**src/rtl/sgnout_pkg.sv**
```systemverilog
package sgnout_pkg;

  localparam int CTRL_W   = 6;
  localparam int B_EN     = 5;
  localparam int B_CMP    = 4;
  localparam int B_NODIV  = 3;
  localparam int B_TRI    = 1;

  typedef enum logic [1:0] {
    SRC_OFF  = 2'd0,
    SRC_MSB  = 2'd1,
    SRC_HALF = 2'd2,
    SRC_CMP  = 2'd3
  } src_e;

  typedef struct packed {
    src_e src;
    logic drive;
    logic bad;
  } sel_t;

  function automatic sel_t decode_sel(input logic [CTRL_W-1:0] c);
    sel_t s;
    s.src   = SRC_OFF;
    s.drive = 1'b0;
    s.bad   = 1'b0;
    if (c[B_EN]) begin
      if (c[B_TRI] || (c[B_CMP] && !c[B_NODIV])) begin
        s.bad = 1'b1;
      end else begin
        s.drive = 1'b1;
        if (c[B_CMP])        s.src = SRC_CMP;
        else if (c[B_NODIV]) s.src = SRC_MSB;
        else                 s.src = SRC_HALF;
      end
    end
    return s;
  endfunction

endpackage

```
**src/rtl/sgnout_sync.sv**
```systemverilog
module sgnout_sync #(
  parameter int STAGES = 2
) (
  input  logic clk,
  input  logic rst_n,
  input  logic d,
  output logic q
);

  logic [STAGES-1:0] chain;

  always_ff @(posedge clk or negedge rst_n) begin
    if (!rst_n) chain <= '0;
    else        chain <= {chain[STAGES-2:0], d};
  end

  assign q = chain[STAGES-1];

endmodule

```
**src/rtl/sgnout_div.sv**
```systemverilog
module sgnout_div (
  input  logic clk,
  input  logic rst_n,
  input  logic msb_in,
  output logic msb_q,
  output logic half_q,
  output logic msb_rise
);

  assign msb_rise = msb_in & ~msb_q;

  always_ff @(posedge clk or negedge rst_n) begin
    if (!rst_n) begin
      msb_q  <= 1'b0;
      half_q <= 1'b0;
    end else begin
      msb_q <= msb_in;
      if (msb_rise) half_q <= ~half_q;
    end
  end

  // toggle flips exactly when the registered MSB rises
  a_r3_half_flips_on_rise: assert property (@(posedge clk) disable iff (!rst_n)
    $rose(msb_q) |-> (half_q != $past(half_q)));
  a_r3_half_holds: assert property (@(posedge clk) disable iff (!rst_n)
    !$rose(msb_q) |-> $stable(half_q));

endmodule

```
**src/rtl/sgnout_sel.sv**
```systemverilog
module sgnout_sel
  import sgnout_pkg::*;
#(
  parameter int SYNC_STAGES = 2
) (
  input  logic              clk,
  input  logic              rst_n,
  input  logic              msb_in,
  input  logic              cmp_in,
  input  logic [CTRL_W-1:0] ctrl,
  output logic              pin_q,
  output logic              pin_oe,
  output logic              cfg_bad
);

  logic msb_q, half_q, msb_rise, cmp_s;
  sel_t sel;

  sgnout_div i_div (
    .clk(clk), .rst_n(rst_n), .msb_in(msb_in),
    .msb_q(msb_q), .half_q(half_q), .msb_rise(msb_rise)
  );

  sgnout_sync #(.STAGES(SYNC_STAGES)) i_sync (
    .clk(clk), .rst_n(rst_n), .d(cmp_in), .q(cmp_s)
  );

  assign sel     = decode_sel(ctrl);
  assign cfg_bad = sel.bad;
  assign pin_oe  = sel.drive & rst_n;

  always_comb begin
    unique case (sel.src)
      SRC_MSB:  pin_q = msb_q;
      SRC_HALF: pin_q = half_q;
      SRC_CMP:  pin_q = cmp_s;
      default:  pin_q = 1'b0;
    endcase
    if (!pin_oe) pin_q = 1'b0;
  end

  // disabled pin is undriven and never flagged
  a_r1_off: assert property (@(posedge clk) disable iff (!rst_n)
    !ctrl[B_EN] |-> (!pin_oe && !pin_q && !cfg_bad));
  // direct source shows the registered MSB
  a_r2_direct: assert property (@(posedge clk) disable iff (!rst_n)
    (ctrl[B_EN] && !ctrl[B_TRI] && !ctrl[B_CMP] && ctrl[B_NODIV]) |-> (pin_oe && pin_q == msb_q));
  // triangle mode with enable is reserved
  a_r5_tri_reserved: assert property (@(posedge clk) disable iff (!rst_n)
    (ctrl[B_EN] && ctrl[B_TRI]) |-> (!pin_oe && cfg_bad));
  // comparator with divide is reserved
  a_r6_cmp_div_reserved: assert property (@(posedge clk) disable iff (!rst_n)
    (ctrl[B_EN] && ctrl[B_CMP] && !ctrl[B_NODIV]) |-> (!pin_oe && cfg_bad));
  // no drive while in reset
  always_comb if (!rst_n) a_r7_reset_oe: assert (!pin_oe);

endmodule

```
**config.mk**
```make
export PLATFORM = sky130hd
export DESIGN_NAME = sgnout_sel
export DESIGN_NICKNAME = d
export VERILOG_FILES = /design/src/rtl/sgnout_pkg.sv /design/src/rtl/sgnout_sync.sv /design/src/rtl/sgnout_div.sv /design/src/rtl/sgnout_sel.sv
export SDC_FILE = /design/constraint.sdc
export NUM_CORES = 1
export LEC_CHECK = 0
export ABC_AREA = 1
export BUFFER_PORTS_ARGS = -buffer_cell sky130_fd_sc_hd__buf_4
export CORE_AREA = 2 2 39 41
export CTS_CLUSTER_DIAMETER = 80
export DETAILED_ROUTE_END_ITERATION = 8
export DIE_AREA = 0 0 41 43
export PLACE_DENSITY = 0.45
export SETUP_SLACK_MARGIN = 0.15
export SYNTH_ARGS = -nofsm -noshare
export SYNTH_HDL_FRONTEND = slang
export SYNTH_SLANG_ARGS = --single-unit
```
**constraint.sdc**
```tcl
create_clock -name clk -period 1.7 [get_ports clk]
set_clock_uncertainty 0.15 [all_clocks]
set_input_delay 0.34 -clock clk [delete_from_list [all_inputs] [get_ports clk]]
set_output_delay 0.34 -clock clk [all_outputs]
set_load 0.005 [all_outputs]
```
### Word-level counts from Yosys, hierarchy flattened

Cells that the tools add are included.

* add/sub/neg operators: 0
* multiply operators: 0
* divide/modulo/power cells: 0
* magnitude comparators: 0
* equal/unequal tests: 3
* shift-type cells: 0
* muxes and demuxes: 7
* bitwise gates (word level): 4
* reductions and logical operators: 3

Operators by type and width (number)
* equality test 2 bit, second input constant: 2
* two-way mux 2 bit: 2
* two-way mux 4 bit: 1
* two-way mux 3 bit: 1
* case mux 1 bit (3 select lines): 1
* bitwise AND 1 bit: 2
* equality test 2 x 1 -> 1 bit, second input constant: 1
* two-way mux 1 bit: 2
* inverter 1 bit: 2
* logical AND 1 bit: 1
* zero test 1 bit: 1
* logical OR 1 bit: 1

* register bits: 4
* bits in latches: 0
* RAM bits: 0
* ROM bits: 0
* input port bits: 10
* logic and storage cells: 20
* memories kept: 0

### Logic depth before layout (Yosys ltp)

Gate-level depths: netlist (run 1).

* depth in word-level cells: 8
* gate-level depth with buffers: 7
* gate-level depth less buffers: 7

### Cells and area by module

A second synthesis (run 1) with hierarchy kept.

* cell total of the unflattened synthesis: 29
* area total of the unflattened synthesis: 212.7 µm²

Modules (own cells, without submodules)
* sgnout_sel: times used 1, cells each 18, area each 82.6 µm², sequential area each 0.0 µm²
* sgnout_div: times used 1, cells each 9, area each 80.1 µm², sequential area each 50.0 µm²
* sgnout_sync: times used 1, cells each 2, area each 50.0 µm², sequential area each 50.0 µm²

### Least setup slack after synthesis (run 1)

No wires, ideal clock.

* path kind: input to output
* from: in ctrl[1]
* to: out pin_q
* data arrival time: 0.828 ns
* required time: 1.210 ns
* slack: 0.382 ns
* cell stages on the path: 7
* cell sequence: inv_2 -> nand2_1 -> nand2_2 -> nand2_2 -> nor2_4 -> nand2_1 -> nor2_1

* elaborated cells on any way between the ends: 9
* those cells by class: 3 x eq/ne; 4 x mux; 1 x bitwise; 1 x reduce/logical

RTL lines
* from (decl): line sgnout_sel.sv:10 `input logic [CTRL_W-1:0] ctrl,`
* logical OR 1 bit: line sgnout_pkg.sv:28 `if (c[B_TRI] || (c[B_CMP] && !c[B_NODIV])) begin`
* two-way mux 3 bit: line sgnout_pkg.sv:28
* two-way mux 4 bit: line sgnout_pkg.sv:27 `if (c[B_EN]) begin`
* bitwise AND 1 bit: line sgnout_sel.sv:30 `assign pin_oe = sel.drive & rst_n;`
* named net pin_oe: line sgnout_sel.sv:12 `output logic pin_oe,`
* two-way mux 1 bit: line sgnout_sel.sv:39 `if (!pin_oe) pin_q = 1'b0;`
* to (decl): line sgnout_sel.sv:11 `output logic pin_q,`

The timed path passes the listed nets, and every way through them passes these cells.

### Worst setup path in the final report (run 1)

* from: in ctrl[3]
* to: out cfg_bad

* longest elaborated chain between the ends: 5

RTL lines
* zero test 1 bit: line sgnout_pkg.sv:28
* logical AND 1 bit: line sgnout_pkg.sv:28
* logical OR 1 bit: line sgnout_pkg.sv:28
* two-way mux 1 bit: line sgnout_pkg.sv:28
* two-way mux 4 bit: line sgnout_pkg.sv:27
* to (decl): line sgnout_sel.sv:13 `output logic cfg_bad`

Every way passes these cells.

==> results.json, run 1 <==
{
  "startpoint": "ctrl[3]",
  "start_util": 0.156,
  "drc_errors": 0,
  "hold_class": "in2reg",
  "gp_congestion": 0.579,
  "regArea_um2": 100,
  "clock-root-buffer": "clkbuf_4",
  "setup_tns_ns": 0,
  "grt_antenna_before_repair": 0,
  "period_minus_slack_ns": 1.51,
  "final_nets": 58,
  "cpPeakStageDelay_ns": 0.13,
  "fmax_ghz": 0.662,
  "grtUsageMet3": 0.0314,
  "r2r_start": "i_div.msb_q",
  "htree_num_levels": 1,
  "multi_input_area_um2": 111,
  "rsz0062_at_grt": "yes",
  "cts_buffers": 3,
  "ys_types": 10,
  "synth_area_um2": 215,
  "holdCritStartpoint": "cmp_in",
  "clkTransAtPathRegs_ns": 0.03,
  "ff2ff_path_depth": 3,
  "ant_nets": 0,
  "critical_path_arrival_ns": 1.02,
  "drt_iter0_drc": 5,
  "p_leak_nw": 0.210,
  "finalInstanceArea_um2": 404,
  "start_kind": "input pin",
  "drv_cap": 0,
  "min_period_over_period": 0.889,
  "grt_pass1_wl_um": 855,
  "relSlewSlack": 0.881,
  "crit_path_end_kind": "output pin",
  "max_slew.worst_pin.slew_ns": 0.178,
  "setup_viol": 0,
  "crit_slowest_cell": "buf_4",
  "hold_violations": 0,
  "p_total_mw": 0.316,
  "holdPathStages": 1,
  "p_per_area_mw_per_mm2": 782,
  "dp.final_hpwl_um": 342,
  "core-area_mm2": 0.00138,
  "syn_to_final_growth_pct": 87.8,
  "grt_pass1_vias": 222,
  "drive_above_1_share": 0.587,
  "syn_nets": 38,
  "port_buffers": 10,
  "fp.dieH_um": 43,
  "yosysSeqAreaShare": 0.465,
  "cp_data_required_time_ns": 1.21,
  "path_max_fanout": 5,
  "status": "completed",
  "via_per_inst": 3.76,
  "busiest_layer": "met1",
  "die_x_um": 41,
  "crit_top_cell": "buf_4",
  "grt-ovfl-total": 0,
  "drt_pass1_iterations": 4,
  "nFillCells": 164,
  "use_met1": 0.0980,
  "synth_warnings": 0,
  "clockBufferDepth": 2,
  "grt_max_degree": 7,
  "placedInstanceArea_um2": 310,
  "cts_tree": "yes",
  "dieArea_mm2": 0.00176,
  "postSynthCellCount": 28,
  "io_pins": 13,
  "routedWlPerCell_um": 7.29,
  "synth.avg_cell_area_um2": 7.69,
  "vias": 233,
  "ir_drop_uv": 328,
  "cts_sinks": 4,
  "rows": 14,
  "routed_wl_um": 452,
  "clk_latency_ns": 0.23,
  "synth-seq-cells": 4,
  "crit_chain": "buf_4 > nand2_2 > nand2_2 > buf_4 > buf_4 > nor2_2 > buf_4",
  "drv_slew": 0,
  "antenna_cells": 0,
  "track_usage": 0.0767,
  "grtUsageMet2": 0.0875,
  "critPathKind": "in2out"
}
-- routing by layer --
metal | share of wire | up-vias | wire [um]
li1 | - | 121 | -
met1 | 0.38 | 105 | 174
met2 | 0.53 | 7 | 240
met3 | 0.080 | 0 | 36
met4 | 0 | 0 | 0
met5 | 0 | - | 0
-- power by group --
group / total (mW) / leakage, nW / internal (mW) / switching, mW
Sequential: 0.121 / 0.0466 / 0.112 / 0.00930
Clock: 0.114 / 0.0138 / 0.0787 / 0.0352
Combinational: 0.0810 / 0.149 / 0.0457 / 0.0353
-- worst paths after layout --
| path | to | slack [ns] |
|---|---|---|
| max in group asynchronous | i_sync.chain[1] | 0.92 |
| setup reg to reg | i_div.half_q | 0.84 |
| hold reg to reg | i_sync.chain[1] | 0.20 |
| hold / removal | i_sync.chain[0] | 0.07 |
| min in group asynchronous | i_div.half_q | 0.32 |
| setup / recovery | cfg_bad | 0.19 |
-- stage by stage --
step                      hold WS (ns)  utilization  cells  setup slack [ns]
after floorplan                 -0.106            -     28             0.382
after global placement        -0.00844        0.224     54             0.130
after detailed placement      -0.00946        0.224     54             0.123
after CTS                       0.0558        0.280     62             0.150
after global routing            0.0480        0.292     62            0.0934
final                           0.0670        0.292     62             0.189
-- placed cells by master (no fill, tap or decap), drive strengths merged --
cell	Yosys	layout
dlygate4sd3	0	1
buf	0	14
clkbuf	0	3
nand4	2	2
inv	5	5
nand3	2	2
nor2	4	4
nand2	10	10
xnor2	1	1
dfrtp	4	4
-- layout make-up --
type	count	area share
inverter	5	0.0588
tap	16	0.0495
timing repair buffer	15	0.313
multi-input combinational	19	0.276
clock buffer	3	0.0557
sequential	4	0.248
-- Yosys cell counts --
library cell  number  area share
nand3_1            2       0.047
dfrtp_1            4        0.47
nor2_4             1       0.052
nor2_1             3       0.052
inv_2              1       0.017
nand4_1            2       0.058
inv_1              4       0.070
nand2_2            2       0.058
nand2_1            8        0.14
xnor2_1            1       0.041
-- critical path, delay by kind of cell --
kind / cells / cell delay (ns)
simple gates: 3 / 0.19
buf+inv: 4 / 0.48
-- registers in the layout (all words and copies together), names as in the netlist --
name,flops
i_sync.chain,2
i_div.half_q,1
i_div.msb_q,1
-- logic make-up (layout without fill, tap and decap cells) --
group	Yosys count	in the layout	synth area share
xor gates and xnor gates	1	1	0.0407
buffers and inverters	5	23	0.0872
DFF	4	4	0.465
and+or+nand+nor	18	18	0.407
-- repair_timing --
action | CTS | global route
endpoints found under the hold margin | 4 | 0
resized for setup | 6 | 5
endpoints found under the setup margin | 1 | 2
pin swaps | 6 | 7
hold buffers | 1 | 0
setup buffers | 4 | 0
Power figures use the tool's default switching activity.
==> inputs of run 2 (changes only) <==
Settings changed: BUFFER_PORTS_ARGS -buffer_cell sky130_fd_sc_hd__buf_4 to not set, DONT_BUFFER_PORTS set to 1, PLACE_DENSITY 0.45 to 0.37.
==> results.json, run 2 (synthesis gave the netlist of run 1 again) <==
{
  "status": "completed",
  "htree_num_levels": 1,
  "dp.cells": 44,
  "top_regs": "i_sync.chain: 2 flops, i_div.half_q: 1 flops, i_div.msb_q: 1 flops",
  "syn_to_final_growth_pct": 33.7,
  "layout.cells.most_common": "nand2_1",
  "cts_buffers": 3,
  "grt_pass1_wl_um": 565,
  "largest_reg_flops": 2,
  "critical_path.n_buffers_inverters": 0,
  "fp.dieH_um": 43,
  "drv_cap": 0,
  "holdPathStages": 2,
  "relSlewSlack": 0.883,
  "grt-ovfl-total": 0,
  "crit_slowest_cell": "dfrtp_1",
  "port_buffers": 0,
  "cts_hold_buf": 3,
  "top_register": "i_sync.chain",
  "final_cell_mix": "nand2_1, inv_1, dfrtp_1",
  "ir_drop_uv": 455,
  "setup_tns_ns": 0,
  "worst_slack_ns": 0.311,
  "critical_path_arrival_ns": 0.90,
  "routed_wl_um": 418,
  "p_leak_nw": 0.144,
  "cts_tree": "yes",
  "path_max_fanout": 2,
  "cts_resized": 0,
  "start_util": 0.156,
  "clk_latency_ns": 0.23,
  "finalInstanceArea_um2": 288,
  "routedWlPerCell_um": 8.36,
  "hold_class": "in2reg",
  "period_minus_slack_ns": 1.39,
  "ant_nets": 0,
  "crit_chain": "nand2_1 > nand2_1 > nor2_1 > nor2_1",
  "start_kind": "flop",
  "vias": 195,
  "final_nets": 46,
  "max_slew.worst_pin.slew_ns": 0.176,
  "drc_errors": 0,
  "track_usage": 0.0535,
  "rows": 14,
  "critPathKind": "reg2out",
  "drt_pass1_iterations": 2,
  "placedInstanceArea_um2": 235,
  "io_pins": 13,
  "post-place-ws_ns": 0.319,
  "setup_viol": 0,
  "cts_sinks": 4,
  "via_per_inst": 3.90,
  "crit_path_end_kind": "output pin",
  "whs_ns": 0.120,
  "ff2ff_path_depth": 3,
  "fmax_ghz": 0.720,
  "drive_above_1_share": 0.206,
  "rsz0062_at_grt": "no",
  "critical_path_cell_count": 4,
  "grt_pass1_vias": 171,
  "clkTransAtPathRegs_ns": 0.04,
  "finalNonFillerCells": 50,
  "clockBufferDepth": 2,
  "die_x_um": 41,
  "gp_congestion": 0.553,
  "cp_data_required_time_ns": 1.21,
  "p_per_area_mw_per_mm2": 981,
  "antenna_cells": 0,
  "min_period_over_period": 0.817,
  "nFillCells": 150,
  "drv_slew": 0,
  "post-cts-setup-buffer-count": 0,
  "cpLargestDelayFamily": "flip-flops",
  "hold_violations": 0,
  "drt_iter0_drc": 2,
  "clock-root-buffer": "clkbuf_4",
  "dieArea_mm2": 0.00176,
  "cpPeakStageDelay_ns": 0.38,
  "grt_antenna_before_repair": 0,
  "grt_max_degree": 7,
  "core-area_mm2": 0.00138
}
## run 2: through the flow
step	power (mW)	utilization
after detailed placement	0.164	0.170
final	0.282	0.208
after floorplan	0.156	-
after CTS	0.290	0.208
after global placement	0.161	0.170
after global routing	0.302	0.208
## run 2: worst register-to-register path, cell delays in order, from the launching register on
cell	delay [ns]
dfrtp_1	0.37
inv_1	0.06
nand2_1	0.05
xnor2_1	0.12
## run 2: path summary, 6_finish.rpt
path / slack [ns] / startpoint / endpoint
hold reg to reg: 0.20 / i_sync.chain[0] / i_sync.chain[1]
setup reg to reg: 0.83 / i_div.msb_q / i_div.half_q
min in group asynchronous: 0.23 / rst_n / i_sync.chain[0]
hold / removal: 0.12 / msb_in / i_div.half_q
setup / recovery: 0.31 / i_div.half_q / pin_q
max in group asynchronous: 1.01 / rst_n / i_sync.chain[1]
## run 2: power breakdown
part           total, mW  switching, mW  internal, mW
Clock              0.113         0.0342        0.0787
Sequential         0.122         0.0106         0.112
Combinational     0.0469         0.0231        0.0238
## run 2: final cells by class
type / instances / area [um^2] / share of cell area
sequential: 4 / 100 / 0.348
multi-input combinational: 19 / 96.3 / 0.335
timing repair buffer: 3 / 30.0 / 0.104
clock buffer: 3 / 22.5 / 0.0783
tap: 16 / 20.0 / 0.0696
inverter: 5 / 18.8 / 0.0652
## run 2: routing by layer
| layer | routed length (um) | track usage |
|---|---|---|
| met1 | 187 | 0.0590 |
| met2 | 174 | 0.0625 |
| met3 | 57 | 0.0314 |
| met4 | 0 | 0.0600 |
| met5 | 0 | 0 |
